[src/rtl/pwmq_pkg.sv]
package pwmq_pkg;
    localparam int NCH     = 4;
    localparam int DATA_W  = 32;
    localparam int EN_LSB  = 0;
    localparam int POL_LSB = 8;
    localparam int DRV_LSB = 15;

    typedef struct packed {
        logic [NCH-1:0] drv;
        logic [NCH-1:0] pol;
        logic [NCH-1:0] en;
    } ctrl_t;
endpackage

[src/rtl/pwmq_regs.sv]
module pwmq_regs
    import pwmq_pkg::*;
#(
    parameter int CNT_W  = 16,
    parameter int PSC_W  = 6,
    parameter int ADDR_W = 8
) (
    input  logic                            clk_i,
    input  logic                            rst_ni,
    input  logic                            we_i,
    input  logic [ADDR_W-1:0]               addr_i,
    input  logic [DATA_W-1:0]               wdata_i,
    output logic [DATA_W-1:0]               rdata_o,
    output ctrl_t                           ctrl_o,
    output logic [NCH-1:0][CNT_W-1:0]       per_o,
    output logic [NCH-1:0][CNT_W-1:0]       duty_o,
    output logic [NCH-1:0][PSC_W-1:0]       psc_o
);
    localparam int IDX_W   = ADDR_W - 2;
    localparam int IDX_PSC = 1 + 2 * NCH;

    typedef struct packed {
        ctrl_t                      ctrl;
        logic [NCH-1:0][CNT_W-1:0]  per;
        logic [NCH-1:0][CNT_W-1:0]  duty;
        logic [NCH-1:0][PSC_W-1:0]  psc;
    } regs_t;

    regs_t            r_d, r_q;
    logic [IDX_W-1:0] widx;
    logic             aligned;
    logic             hit;

    assign widx    = addr_i[ADDR_W-1:2];
    assign aligned = (addr_i[1:0] == 2'b00);
    assign hit     = aligned && (widx <= IDX_W'(IDX_PSC));

    always_comb begin
        r_d = r_q;
        if (we_i && aligned) begin
            if (widx == '0) begin
                r_d.ctrl.en  = wdata_i[EN_LSB  +: NCH];
                r_d.ctrl.pol = wdata_i[POL_LSB +: NCH];
                r_d.ctrl.drv = wdata_i[DRV_LSB +: NCH];
            end
            for (int c = 0; c < NCH; c++) begin
                if (widx == IDX_W'(2 * c + 1)) r_d.per[c]  = wdata_i[CNT_W-1:0];
                if (widx == IDX_W'(2 * c + 2)) r_d.duty[c] = wdata_i[CNT_W-1:0];
                if (widx == IDX_W'(IDX_PSC))
                    r_d.psc[c] = wdata_i[(NCH-1-c)*PSC_W +: PSC_W];
            end
        end
    end

    always_comb begin
        rdata_o = '0;
        if (aligned) begin
            if (widx == '0) begin
                rdata_o[EN_LSB  +: NCH] = r_q.ctrl.en;
                rdata_o[POL_LSB +: NCH] = r_q.ctrl.pol;
                rdata_o[DRV_LSB +: NCH] = r_q.ctrl.drv;
            end
            for (int c = 0; c < NCH; c++) begin
                if (widx == IDX_W'(2 * c + 1)) rdata_o[CNT_W-1:0] = r_q.per[c];
                if (widx == IDX_W'(2 * c + 2)) rdata_o[CNT_W-1:0] = r_q.duty[c];
                if (widx == IDX_W'(IDX_PSC))
                    rdata_o[(NCH-1-c)*PSC_W +: PSC_W] = r_q.psc[c];
            end
        end
    end

    always_ff @(posedge clk_i or negedge rst_ni) begin
        if (!rst_ni) r_q <= '0;
        else         r_q <= r_d;
    end

    assign ctrl_o = r_q.ctrl;
    assign per_o  = r_q.per;
    assign duty_o = r_q.duty;
    assign psc_o  = r_q.psc;


    unmapped_wr_chk: assert property (@(posedge clk_i) disable iff (!rst_ni)
        (we_i && !hit) |=> $stable(r_q));


    reset_zero_chk: assert property (@(posedge clk_i) disable iff (!rst_ni)
        $rose(rst_ni) |-> (r_q == '0));
endmodule

[src/rtl/pwmq_chan.sv]
module pwmq_chan #(
    parameter int CNT_W    = 16,
    parameter int PSC_W    = 6,
    parameter int HOLD_CYC = 100
) (
    input  logic             clk_i,
    input  logic             rst_ni,
    input  logic             en_i,
    input  logic             pol_i,
    input  logic [CNT_W-1:0] per_i,
    input  logic [CNT_W-1:0] duty_i,
    input  logic [PSC_W-1:0] psc_i,
    output logic             pwm_o
);
    localparam int HW = $clog2(HOLD_CYC + 1);

    typedef struct packed {
        logic             en;
        logic             armed;
        logic             run;
        logic [HW-1:0]    lo_cnt;
        logic [HW-1:0]    hi_cnt;
        logic [PSC_W-1:0] ps;
        logic [CNT_W-1:0] cnt;
        logic [CNT_W-1:0] per_a;
        logic [CNT_W-1:0] duty_a;
        logic [PSC_W-1:0] psc_a;
    } chan_t;

    chan_t s_d, s_q;
    logic  load;
    logic  active;

    assign load = en_i && s_q.en && s_q.armed && !s_q.run &&
                  (s_q.hi_cnt == HW'(HOLD_CYC - 1));

    always_comb begin
        s_d    = s_q;
        s_d.en = en_i;
        if (!en_i) begin
            s_d.armed  = 1'b0;
            s_d.run    = 1'b0;
            s_d.hi_cnt = '0;
            s_d.ps     = '0;
            s_d.cnt    = '0;
            if (s_q.lo_cnt != HW'(HOLD_CYC)) s_d.lo_cnt = s_q.lo_cnt + 1'b1;
        end else begin
            s_d.lo_cnt = '0;
            if (!s_q.en) begin
                s_d.armed  = (s_q.lo_cnt == HW'(HOLD_CYC));
                s_d.hi_cnt = HW'(1);
            end else if (s_q.hi_cnt != HW'(HOLD_CYC)) begin
                s_d.hi_cnt = s_q.hi_cnt + 1'b1;
            end
            if (load) begin
                s_d.run    = 1'b1;
                s_d.ps     = '0;
                s_d.cnt    = '0;
                s_d.per_a  = per_i;
                s_d.duty_a = duty_i;
                s_d.psc_a  = psc_i;
            end else if (s_q.run) begin
                if (s_q.ps >= s_q.psc_a) begin
                    s_d.ps = '0;
                    if ({1'b0, s_q.cnt} + 1'b1 >= {1'b0, s_q.per_a}) s_d.cnt = '0;
                    else                                           s_d.cnt = s_q.cnt + 1'b1;
                end else begin
                    s_d.ps = s_q.ps + 1'b1;
                end
            end
        end
    end

    always_ff @(posedge clk_i or negedge rst_ni) begin
        if (!rst_ni) begin
            s_q        <= '0;
            s_q.lo_cnt <= HW'(HOLD_CYC);
        end else begin
            s_q <= s_d;
        end
    end

    assign active = s_q.run && (s_q.cnt < s_q.duty_a);
    assign pwm_o  = pol_i ? active : ~active;


    stop_on_low_chk: assert property (@(posedge clk_i) disable iff (!rst_ni)
        !en_i |=> !s_q.run);


    cnt_in_range_chk: assert property (@(posedge clk_i) disable iff (!rst_ni)
        (s_q.run && s_q.per_a != '0) |-> (s_q.cnt < s_q.per_a));


    active_stable_chk: assert property (@(posedge clk_i) disable iff (!rst_ni)
        (s_q.run && $past(s_q.run)) |->
            ($stable(s_q.per_a) && $stable(s_q.duty_a) && $stable(s_q.psc_a)));


    start_qual_chk: assert property (@(posedge clk_i) disable iff (!rst_ni)
        $rose(s_q.run) |-> ($past(en_i) && $past(s_q.en)));


    psc_bound_chk: assert property (@(posedge clk_i) disable iff (!rst_ni)
        s_q.run |-> (s_q.ps <= s_q.psc_a));
endmodule

[src/rtl/pwm_quad_ctrl.sv]
module pwm_quad_ctrl
    import pwmq_pkg::*;
#(
    parameter int CNT_W    = 16,
    parameter int PSC_W    = 6,
    parameter int ADDR_W   = 8,
    parameter int HOLD_CYC = 100
) (
    input  logic              clk_i,
    input  logic              rst_ni,
    input  logic              bus_we_i,
    input  logic [ADDR_W-1:0] bus_addr_i,
    input  logic [31:0]       bus_wdata_i,
    output logic [31:0]       bus_rdata_o,
    output logic [3:0]        pwm_o,
    output logic [3:0]        drive_alt_o
);
    ctrl_t                     ctrl;
    logic [NCH-1:0][CNT_W-1:0] per;
    logic [NCH-1:0][CNT_W-1:0] duty;
    logic [NCH-1:0][PSC_W-1:0] psc;

    pwmq_regs #(
        .CNT_W  (CNT_W),
        .PSC_W  (PSC_W),
        .ADDR_W (ADDR_W)
    ) regs_i (
        .clk_i   (clk_i),
        .rst_ni  (rst_ni),
        .we_i    (bus_we_i),
        .addr_i  (bus_addr_i),
        .wdata_i (bus_wdata_i),
        .rdata_o (bus_rdata_o),
        .ctrl_o  (ctrl),
        .per_o   (per),
        .duty_o  (duty),
        .psc_o   (psc)
    );

    for (genvar c = 0; c < NCH; c++) begin : g_chan
        pwmq_chan #(
            .CNT_W    (CNT_W),
            .PSC_W    (PSC_W),
            .HOLD_CYC (HOLD_CYC)
        ) chan_i (
            .clk_i  (clk_i),
            .rst_ni (rst_ni),
            .en_i   (ctrl.en[c]),
            .pol_i  (ctrl.pol[c]),
            .per_i  (per[c]),
            .duty_i (duty[c]),
            .psc_i  (psc[c]),
            .pwm_o  (pwm_o[c])
        );
    end

    assign drive_alt_o = ctrl.drv;


    drive_follow_chk: assert property (@(posedge clk_i) disable iff (!rst_ni)
        (bus_we_i && bus_addr_i == '0) |=> (drive_alt_o == $past(bus_wdata_i[18:15])));
endmodule

[config.mk]
export PLATFORM = sky130hd
export DESIGN_NAME = pwm_quad_ctrl
export DESIGN_NICKNAME = d
export VERILOG_FILES = /design/src/rtl/pwmq_pkg.sv /design/src/rtl/pwmq_regs.sv /design/src/rtl/pwmq_chan.sv /design/src/rtl/pwm_quad_ctrl.sv
export SDC_FILE = /design/constraint.sdc
export NUM_CORES = 1
export LEC_CHECK = 0
export BUFFER_PORTS_ARGS = -buffer_cell sky130_fd_sc_hd__buf_2
export CORE_MARGIN = 1
export CORE_UTILIZATION = 48
export CTS_BUF_LIST = sky130_fd_sc_hd__clkbuf_8 sky130_fd_sc_hd__clkbuf_16
export CTS_CLUSTER_SIZE = 14
export DETAILED_ROUTE_END_ITERATION = 8
export HOLD_SLACK_MARGIN = 0.08
export RECOVER_POWER = 100
export SETUP_SLACK_MARGIN = 0.3
export SYNTH_ARGS = -nofsm -noshare
export SYNTH_HDL_FRONTEND = slang
export SYNTH_SLANG_ARGS = --single-unit
[constraint.sdc]
create_clock -name clk_i -period 5.2 [get_ports clk_i]
set_input_delay 0.52 -clock clk_i [delete_from_list [all_inputs] [get_ports clk_i]]
set_output_delay 0.52 -clock clk_i [all_outputs]
set_load 0.03 [all_outputs]
Word level (Yosys, flattened, before mapping)
Cells that the tools add are included.

Word-level logic and storage cells: 250. Bits of input ports: 43. Flip-flop bits (word level): 472.

$lt $le $gt $ge: 12. Bitwise gates (word level): 4. Mux-type cells: 65. $add $sub $neg: 20. Reduce and logical (&&, ||, !) cells: 49. Equal/unequal tests: 45.

Operators by type and width (count): two-way mux 16 bit (16); two-way mux 22 bit (8); two-way mux 38 bit (4); two-way mux 7 bit (12); adder 16 x 1 -> 17 bit, second input constant (4); greater-or-equal comparator 17 x 16 -> 1 bit (4); adder 16 x 1 -> 16 bit, second input constant (4); less-than comparator 16 bit (4); adder 7 x 1 -> 7 bit, second input constant (8); equality test 7 bit, second input constant (8); != test 7 bit, second input constant (8); two-way mux 6 bit (8); AND reduction 2 bit (18); adder 6 x 1 -> 6 bit, second input constant (4); equality test 6 x 3 -> 1 bit, second input constant (4); greater-or-equal comparator 6 bit (4); two-way mux 24 bit (1); != test 3 x 1 -> 1 bit, second input constant (8); logical AND 1 bit (21); two-way mux 4 bit (4); equality test 6 x 2 -> 1 bit, second input constant (2); equality test 6 x 4 -> 1 bit, second input constant (2); two-way mux 1 bit (12); != test 3 bit, second input constant (4); other kinds (8) (23).

Longest topological paths before layout
Gate-level depths: netlist of run 1.

Depth after elaboration: 15. Depth in mapped cells: 17. Mapped depth without buffers: 15.

Cells and area by module
From an unflattened synthesis of run 1, not the netlist that was laid out.

Cell total of the unflattened synthesis: 2396. Area total of the unflattened synthesis: 26066.2 um^2.

Modules (own cells, without submodules): pwmq_chan at g_chan[0].chan_i ... (cells an instance 454, times used 2, seq. area each 1930.6 um^2, area each 4568.1 um^2); pwmq_regs (cells an instance 607, times used 1, seq. area each 4103.9 um^2, area each 7923.8 um^2); pwmq_chan at g_chan[2].chan_i (cells an instance 444, times used 1, seq. area each 1930.6 um^2, area each 4540.6 um^2); pwmq_chan at g_chan[3].chan_i (cells an instance 437, times used 1, seq. area each 1930.6 um^2, area each 4465.5 um^2).

Least setup slack after synthesis of run 1
No wires, ideal clock.

Kind: reg2reg. From: register g_chan[2].chan_i.s_q[38] (netlist bit). To: register g_chan[2].chan_i.s_q[43] (netlist bit). Path buffers: 2. Required time: 5.136 ns. Path slack: 1.682 ns. Stages on the path, launching flop included: 18. Library setup time: 0.064 ns. Data arrival time: 3.454 ns. Path through: dfrtp_1 -> ha_1 -> nand3_1 -> nor2_1 -> nand2_1 -> nor2_1 -> and3_1 -> xor2_1 -> ha_1 -> and4_1 -> o21a_1 -> a211oi_1 -> o211ai_1 -> or3b_1 -> buf_2 -> buf_6 -> nor3b_2 -> a21o_1.

Cells in the longest elaborated chain, start to end: 7.

RTL lines: start, declared (line pwmq_chan.sv:30) `chan_t s_d, s_q;`; adder 16 x 1 -> 17 bit (line pwmq_chan.sv:65) `if ({1'b0, s_q.cnt} + 1'b1 >= {1'b0, s_q.per_a}) s_d.cnt = '0;`; greater-or-equal comparator 17 x 16 -> 1 bit (line pwmq_chan.sv:65); two-way mux 16 bit (*) (line pwmq_chan.sv:65); two-way mux 16 bit (*) (line pwmq_chan.sv:63) `if (s_q.ps >= s_q.psc_a) begin`; two-way mux 22 bit (*) (line pwmq_chan.sv:62) `end else if (s_q.run) begin`; two-way mux 22 bit (*) (line pwmq_chan.sv:55) `if (load) begin`; two-way mux 38 bit (*) (line pwmq_chan.sv:40) `if (!en_i) begin`.

Every way passes the cells marked *; elsewhere a longest branch is shown, timed or not. The select of a mux whose other input is x is not followed. A chain may end at the register's enable or synchronous reset.

Worst setup path in the final report of run 1
From: input port bus_addr_i[2]. To: output port bus_rdata_o[15].

Cells in the longest elaborated chain, start to end: 13.

RTL lines: start, declared (line pwm_quad_ctrl.sv:12) `input logic [ADDR_W-1:0] bus_addr_i,`; logical NOT 6 bit (line pwmq_regs.sv:58) `if (widx == '0) begin`; two-way mux 4 bit (line pwmq_regs.sv:58); two-way mux 4 bit (line pwmq_regs.sv:57) `if (aligned) begin`; two-way mux 16 bit (line pwmq_regs.sv:64) `if (widx == IDX_W'(2 * c + 1)) rdata_o[CNT_W-1:0] = r_q.per[c];`; two-way mux 16 bit (line pwmq_regs.sv:65) `if (widx == IDX_W'(2 * c + 2)) rdata_o[CNT_W-1:0] = r_q.duty[c];`; two-way mux 16 bit (line pwmq_regs.sv:64); two-way mux 16 bit (line pwmq_regs.sv:65); two-way mux 6 bit (line pwmq_regs.sv:66) `if (widx == IDX_W'(IDX_PSC))`; two-way mux 16 bit (line pwmq_regs.sv:64); two-way mux 16 bit (line pwmq_regs.sv:65); two-way mux 16 bit (line pwmq_regs.sv:64); two-way mux 16 bit (*) (line pwmq_regs.sv:65); two-way mux 24 bit (*) (line pwmq_regs.sv:57); end, declared (line pwm_quad_ctrl.sv:14) `output logic [31:0] bus_rdata_o,`.

Marks and branches as above.

==> run summary, run 1 <==
Num ports: 83
Critical path arrival: 4.33 ns
Number of synthesized flops with an enable pin: 0
Worst slew margin: -75.8%
Worst-path clk slew: 0.06 ns
Count leader, synth: dfrtp_1
Sequential area share after synthesis: 46.8%
Warnings, synthesis: 0
Status: finished with violations
Sink Count: 472
Average via count per standard cell: 5.68
Initial Util: 48.9%
Die W: 231 microns
Wire per inst: 20.3 microns
Most used DFF post-synth: dfrtp_1
Crit path cell chain: clkbuf_1 > nand2_1 > nor2_1 > a22oi_1 > o21ai_0 > o21ai_0 > a21oi_1 > clkbuf_1
Vias: 17,800
Iteration-0 DRC count of the detailed router: 1,178
Max Freq: 206 MHz
Setup bufs post-CTS: 0
Die area: 53,500 sq um
CTS max path bufs: 3
Simple-gate share of the synthesized area: 13.0%
Post-route ant nets: 0
Post-Route WL: 63,600 microns
CTS tree: built
Die Y: 231 microns
Synth Area in XOR/XNOR: 2.81%
Final Cycle Share: 93.3%
Synth cell count leaders: dfrtp_1 (460), mux2_2 (288), nand2_1 (195), inv_1 (176), ha_1 (172)
Area grow syn2layout: 10.1%
DRC: 0
Largest net degree at the start of global routing: 153
Critical Path RT: 4.68 ns
Synth area leader: dfrtp_1
Net Sw Frac: 24.8%
Sequential share of power: 48.5%
CTS H-tree depth: 2
Antenna violations before repair: 7
Slowest stage delay, CP: 1.22 ns
Slowest stage cell, crit path: clkbuf_1
Number of global-route vias before repair: 18,000
Post-synthesis cell count: 2,361
FF+latch count, synth: 472
Routability Congestion: 0.890
Fin nets: 2,626
Cell Pwr Density: 301 nW/um^2
Mux cell area share after synthesis: 14.4%
Clk network pwr share: 44.6%
Hold Crit Class: in2reg
Rows: 83
Placed insts: 3,036
Reg2reg setup slack: 0.66 ns
Finished Layout Cells: 3,135
Total CTS buffers: 52
Detailed-router iteration count before antenna repair: 5
Top cell type's share of synthesized area: 45.6%
Max-Cap Viols: 7
Worst-Margin Slew: 2.64 ns
Filler cells: 4,498
CP Capture Type: primary output
GRT overflow: 0
CP Class: in2out
Startpoint types: input pin
Tmin final: 4.85 ns
Net Sw Power: 2.08 mW
Yosys cell types: 80
Main combinational cell family by area after synthesis: multiplexers
Endpoints failing hold: 0
Failing checks: capacitance limit, slew limit
Power Internal: 6.30 mW
Core area: 51,600 sq um
Logic gate share of total power: 6.9%
Synth Area per Inst: 10.7 sq um
Post-Synth Adder-Cell Area: 8.52%
Area of the mapped netlist: 25,300 sq um
Critical path fanouts, max: 27
FFs w/ async S/R, synth: 100%
Post-DP HPWL: 46,300 microns
Worst vdd ir: 0.292 mV
Layout cell share with drive strength beyond 1: 19.2%
Worst setup margin: 0.348 ns
Unrepaired setup endpoints after global routing: no
Final Max Slew Viols: 348
Setup Viol. Count Final: 0
Worst-Skew Late Latency: 0.60 ns
Worst slack, placed: 0.724 ns
IO Port Bufs: 66
Clk root buf: clkbuf_16
Area contributors post-synth: dfrtp_1 (46%), mux2_2 (13%), ha_1 (8.5%)
Setup Skew: 0.0194 ns
Synth Area in Compound Gates: 9.99%
GRT Overall Usage: 24.3%
Pleak: 13.5 nW
Setup TNS: 0 ns
Wire length of the first global-routing pass: 102,000 microns
final timing paths:
| path | startpoint | end | cells past startpoint |
|---|---|---|---|
| min in group asynchronous | rst_ni | g_chan[0].chan_i.s_q[70] | 2 |
| min reg2reg | g_chan[2].chan_i.s_q[0] | g_chan[2].chan_i.s_q[0] | 2 |
| min | bus_wdata_i[20] | regs_i.psc_o[2] | 2 |
| max reg2reg | g_chan[0].chan_i.s_q[61] | g_chan[0].chan_i.s_q[40] | 9 |
| max in group asynchronous | rst_ni | g_chan[3].chan_i.s_q[19] | 3 |
| max | bus_addr_i[2] | bus_rdata_o[15] | 8 |
layout make-up:
type,count,area (sq um),share of cell area [%]
diodes,1,2.50,0.00900
clock buffers,69,1560,5.60
clock inverters,28,200,0.720
inverters,176,661,2.37
multi-input cells,1622,12300,44.2
flip-flops and latches,472,11800,42.5
well taps,680,851,3.06
repair buffers,87,435,1.57
power groups by stage:
stage          Clock, mW  Sequential (mW)  Combinational (mW)
2_1_floorplan          0             4.06               0.397
3_3_place_gp           0             4.12               0.567
3_5_place_dp           0             4.13               0.592
4_1_cts             3.82             4.07               0.595
5_1_grt             3.96             4.09               0.659
6_report            3.73             4.06               0.581
logic make-up after synthesis:
family,Yosys count
fa+ha+maj,172
simple gates,644
flops,472
buf+inv,274
compound gates,404
mux,313
xor+xnor,81
other cells,1
layout by cell type (no fill, tap or decap), types with 11 or more instances in the layout:
master       n
or3_1       12
buf_2       33
nand3_1     93
and3_1      31
inv_1      184
or2_2       11
xnor2_1     32
nand2b_1    28
clkbuf_1    42
dfrtp_1    460
mux2_2     288
ha_1       172
o21a_1      11
clkbuf_16   54
nand2_1    195
mux2i_1     11
a22o_1      20
o21ai_0    153
a21oi_1     87
nor2b_1     21
a22oi_1     16
xor2_1      49
nand4_1     21
clkbuf_8    15
nor3_1      35
nor2_1     131
clkinv_2    15
a21o_1      30
mux4_2      12
what timing repair did:
item,in CTS,in global routing
hold buffers,1,0
resized for setup,0,0
endpoints found under the hold margin,96,0
stage by stage:
stage	total power, mW	cell area (sq um)	hold slack, ns	util, %
global placement	4.69	26200	0.463	50.8
finish	8.38	27800	0.155	53.9
CTS	8.48	28000	0.122	54.2
floorplan	4.46	25300	0.224	-
global route	8.71	27800	0.137	53.9
detailed placement	4.72	26200	0.479	50.8
flip-flops by register name, summed over array words and instances (netlist names):
signal	flops
g_chan.chan_i.s_q	308
regs_i.duty_o	64
regs_i.per_o	64
regs_i.psc_o	24
regs_i.ctrl_o	12
worst max-delay path, delay by kind of cell:
family	cells	cell delay (ns)
compound gates	4	1.02
buf+inv	2	1.55
simple gates	2	1.20
per-layer routing:
metal | vias to the layer above | share of wire [%] | wire (microns) | global-route usage [%]
met5 | - | 0.053 | 34 | 0
met3 | 112 | 5.0 | 3180 | 4.16
met2 | 375 | 45 | 28500 | 37.6
met4 | 6 | 3.4 | 2190 | 8.92
met1 | 8883 | 47 | 29800 | 34.2
li1 | 8425 | - | - | -
Power figures use the tool's default switching activity.
==> run 2, diff against run 1 <==
--- a/config.mk
+++ b/config.mk
@@ -9,7 +9,6 @@
 export CORE_MARGIN = 1
 export CORE_UTILIZATION = 48
 export CTS_BUF_LIST = sky130_fd_sc_hd__clkbuf_8 sky130_fd_sc_hd__clkbuf_16
-export CTS_CLUSTER_SIZE = 14
 export DETAILED_ROUTE_END_ITERATION = 8
 export HOLD_SLACK_MARGIN = 0.08
 export RECOVER_POWER = 100
==> constraint.sdc (replaced) <==
create_clock -name clk_i -period 5.4 [get_ports clk_i]
set_input_delay 0.54 -clock clk_i [delete_from_list [all_inputs] [get_ports clk_i]]
set_output_delay 0.54 -clock clk_i [all_outputs]
set_load 0.03 [all_outputs]
==> run summary, run 2 (same netlist as run 1, synthesis figures left out) <==
Max Freq: 210 MHz
Reg2reg setup slack: 0.63 ns (was 0.66 ns)
Die Y: 231 microns (unchanged)
FF-to-FF Start: g_chan[1].chan_i.s_q[60] (was g_chan[0].chan_i.s_q[61])
CTS H-tree depth: 2 (unchanged)
Unrepaired setup endpoints after global routing: no (unchanged)
Layout cell share with drive strength beyond 1: 18.8% (was 19.2%)
DRC: 0 (unchanged)
Final core occ: 53.8% (was 53.9%)
Number of global-route vias before repair: 17,700 (was 18,000)
Power Internal: 6.11 mW (was 6.30 mW)
HP Start: bus_wdata_i[20] (unchanged)
Total Power: 8.07 mW (was 8.38 mW)
Initial Util: 48.9% (unchanged)
Critical path fanouts, max: 40 (was 27)
Worst-path clk slew: 0.06 ns (about the same)
Worst setup margin: 0.634 ns (was 0.348 ns)
Area of the multi-input gates: 12,300 sq um (about the same)
Die W: 231 microns (unchanged)
Antenna violations before repair: 5 (was 7)
Worst slew margin: -105% (was -75.8%)
Hold path endpoint: regs_i.psc_o[2] (unchanged)
Setup Skew: 0.0198 ns (was 0.0194 ns)
Cell Pwr Density: 291 nW/um^2 (was 301 nW/um^2)
Worst reg2reg path depth: 9 (unchanged)
Startpoint types: flop (was input pin)
Placed cell area: 26,200 sq um (about the same)
Worst slack, placed: 0.998 ns (was 0.724 ns)
Clk network pwr share: 44.6% (about the same)
Finished Layout Cells: 3,129 (was 3,135)
Most frequent cells in the layout: dfrtp_1 (460), mux2_2 (288), nand2_1 (195), inv_1 (189), ha_1 (172) (was dfrtp_1 (460), mux2_2 (288), nand2_1 (195), inv_1 (184), ha_1 (172))
Worst vdd ir: 0.267 mV (was 0.292 mV)
Failing checks: capacitance limit, slew limit (unchanged)
Critical Path RT: 5.87 ns (was 4.68 ns)
Critical path arrival: 5.24 ns (was 4.33 ns)
Die area: 53,500 sq um (unchanged)
Setup Viol. Count Final: 0 (unchanged)
Sequential share of power: 48.5% (about the same)
Total CTS buffers: 51 (was 52)
Max-Cap Viols: 7 (unchanged)
GRT overflow: 0 (unchanged)
CTS tree: built (unchanged)
Logic gate share of total power: 6.9% (about the same)
IO Port Bufs: 66 (unchanged)
Clk root buf: clkbuf_16 (unchanged)
Largest net degree at the start of global routing: 134 (was 153)
Num ports: 83 (unchanged)
Number of diodes: 0 (was 1)
Status: finished with violations (unchanged)
Reg-to-reg critical path endpoint: g_chan[1].chan_i.s_q[38] (was g_chan[0].chan_i.s_q[40])
Biggest register: g_chan.chan_i.s_q (unchanged)
Worst-Skew Late Latency: 0.60 ns (about the same)
Net Sw Frac: 24.3% (was 24.8%)
Endpoints failing hold: 0 (unchanged)
Setup TNS: 0 ns (unchanged)
CP Capture Type: flop (was primary output)
Max reg flops: 308 (unchanged)
Hold Buf Count CTS: 1 (unchanged)
Seq. cell area: 11,800 sq um (unchanged)
Worst-Margin Slew: 3.08 ns (was 2.64 ns)
Routability Congestion: 0.898 (was 0.890)
Net Sw Power: 1.96 mW (was 2.08 mW)
Commonest non-fill, non-tap cell in the layout: dfrtp_1 (unchanged)
Area grow syn2layout: 9.97% (was 10.1%)
Tmin final: 4.77 ns
Sink Count: 472 (unchanged)
Fin area: 27,800 sq um (about the same)
Hold Crit Class: in2reg (unchanged)
CTS resizes: 0 (unchanged)
Detailed-router iteration count before antenna repair: 8 (was 5)
Wire length of the first global-routing pass: 101,000 microns (was 102,000 microns)
CTS max path bufs: 3 (unchanged)
Wire per inst: 20.3 microns (about the same)
Vias: 17,900 (was 17,800)
Fin nets: 2,624 (was 2,626)
Post-DP HPWL: 45,900 microns (was 46,300 microns)
CP Class: reg2reg (was in2out)
Post-Route WL: 63,400 microns (was 63,600 microns)
WHS: 0.178 ns (was 0.155 ns)
Rows: 83 (unchanged)
Hold depth: 2 (unchanged)
Core area: 51,600 sq um (unchanged)
Pleak: 13.4 nW (was 13.5 nW)
Placed insts: 3,035 (was 3,036)
Filler cells: 4,510 (was 4,498)
Average via count per standard cell: 5.71 (was 5.68)
Setup bufs post-CTS: 0 (unchanged)
Final Cycle Share: 88.3%
Iteration-0 DRC count of the detailed router: 1,131 (was 1,178)
Final Max Slew Viols: 359 (was 348)
GRT Overall Usage: 24.3% (about the same)
Post-route ant nets: 0 (unchanged)
run 2: changes by cell type in the layout (fill, tap and decap cells not counted), sizes merged:
cell      before  now
buf           42   40
clkinvlp       1    2
clkinv        16    9
inv          185  189
clkbuf       113  109
diode          1    0
bufinv         2    5
run 2: power by group through the flow:
stage | sequential [mW] | clock (mW) | combinational [mW]
after floorplan | 3.91 | 0 | 0.382
after global placement | 3.97 | 0 | 0.544
after detailed placement | 3.98 | 0 | 0.567
after CTS | 3.91 | 3.69 | 0.569
after global routing | 3.94 | 3.82 | 0.637
final | 3.91 | 3.60 | 0.556
run 2: worst max path at each step:
stage | start | cells past startpoint | to
floorplan | g_chan[2].chan_i.s_q[38] | 17 | g_chan[2].chan_i.s_q[43]
global placement | g_chan[2].chan_i.s_q[40] | 14 | g_chan[2].chan_i.s_q[52]
detailed placement | g_chan[2].chan_i.s_q[38] | 15 | g_chan[2].chan_i.s_q[45]
CTS | g_chan[2].chan_i.s_q[38] | 15 | g_chan[2].chan_i.s_q[52]
global route | g_chan[1].chan_i.s_q[60] | 9 | g_chan[1].chan_i.s_q[38]
finish | g_chan[1].chan_i.s_q[60] | 9 | g_chan[1].chan_i.s_q[38]
run 2: cell type report:
class                      count  area share, %
timing repair buffer          86           1.54
tap                          680           3.06
inverter                     176           2.38
multi-input combinational   1622           44.2
clock buffer                  64           5.32
sequential                   472           42.6
clock inverter                29          0.932
run 2: critical path, cell delays in order, from the launching register on:
cell and delay, ns:
dfrtp_1 0.42, ha_1 0.26, nor4bb_1 0.15, nand4_2 0.09, clkbuf_1 1.57, nand2_2 0.26, or4_1 0.75, o21ai_1 0.55
nor2_2 0.24, mux2_2 0.33
run 2: routing by layer:
layer  track usage, %  wire length, microns  vias up
met5                0                    68        -
met4             9.42                  2320       10
met3             3.94                  3260      121
met2             37.4                 28300      410
met1             34.2                 29500     8892
li1                 -                     -     8420
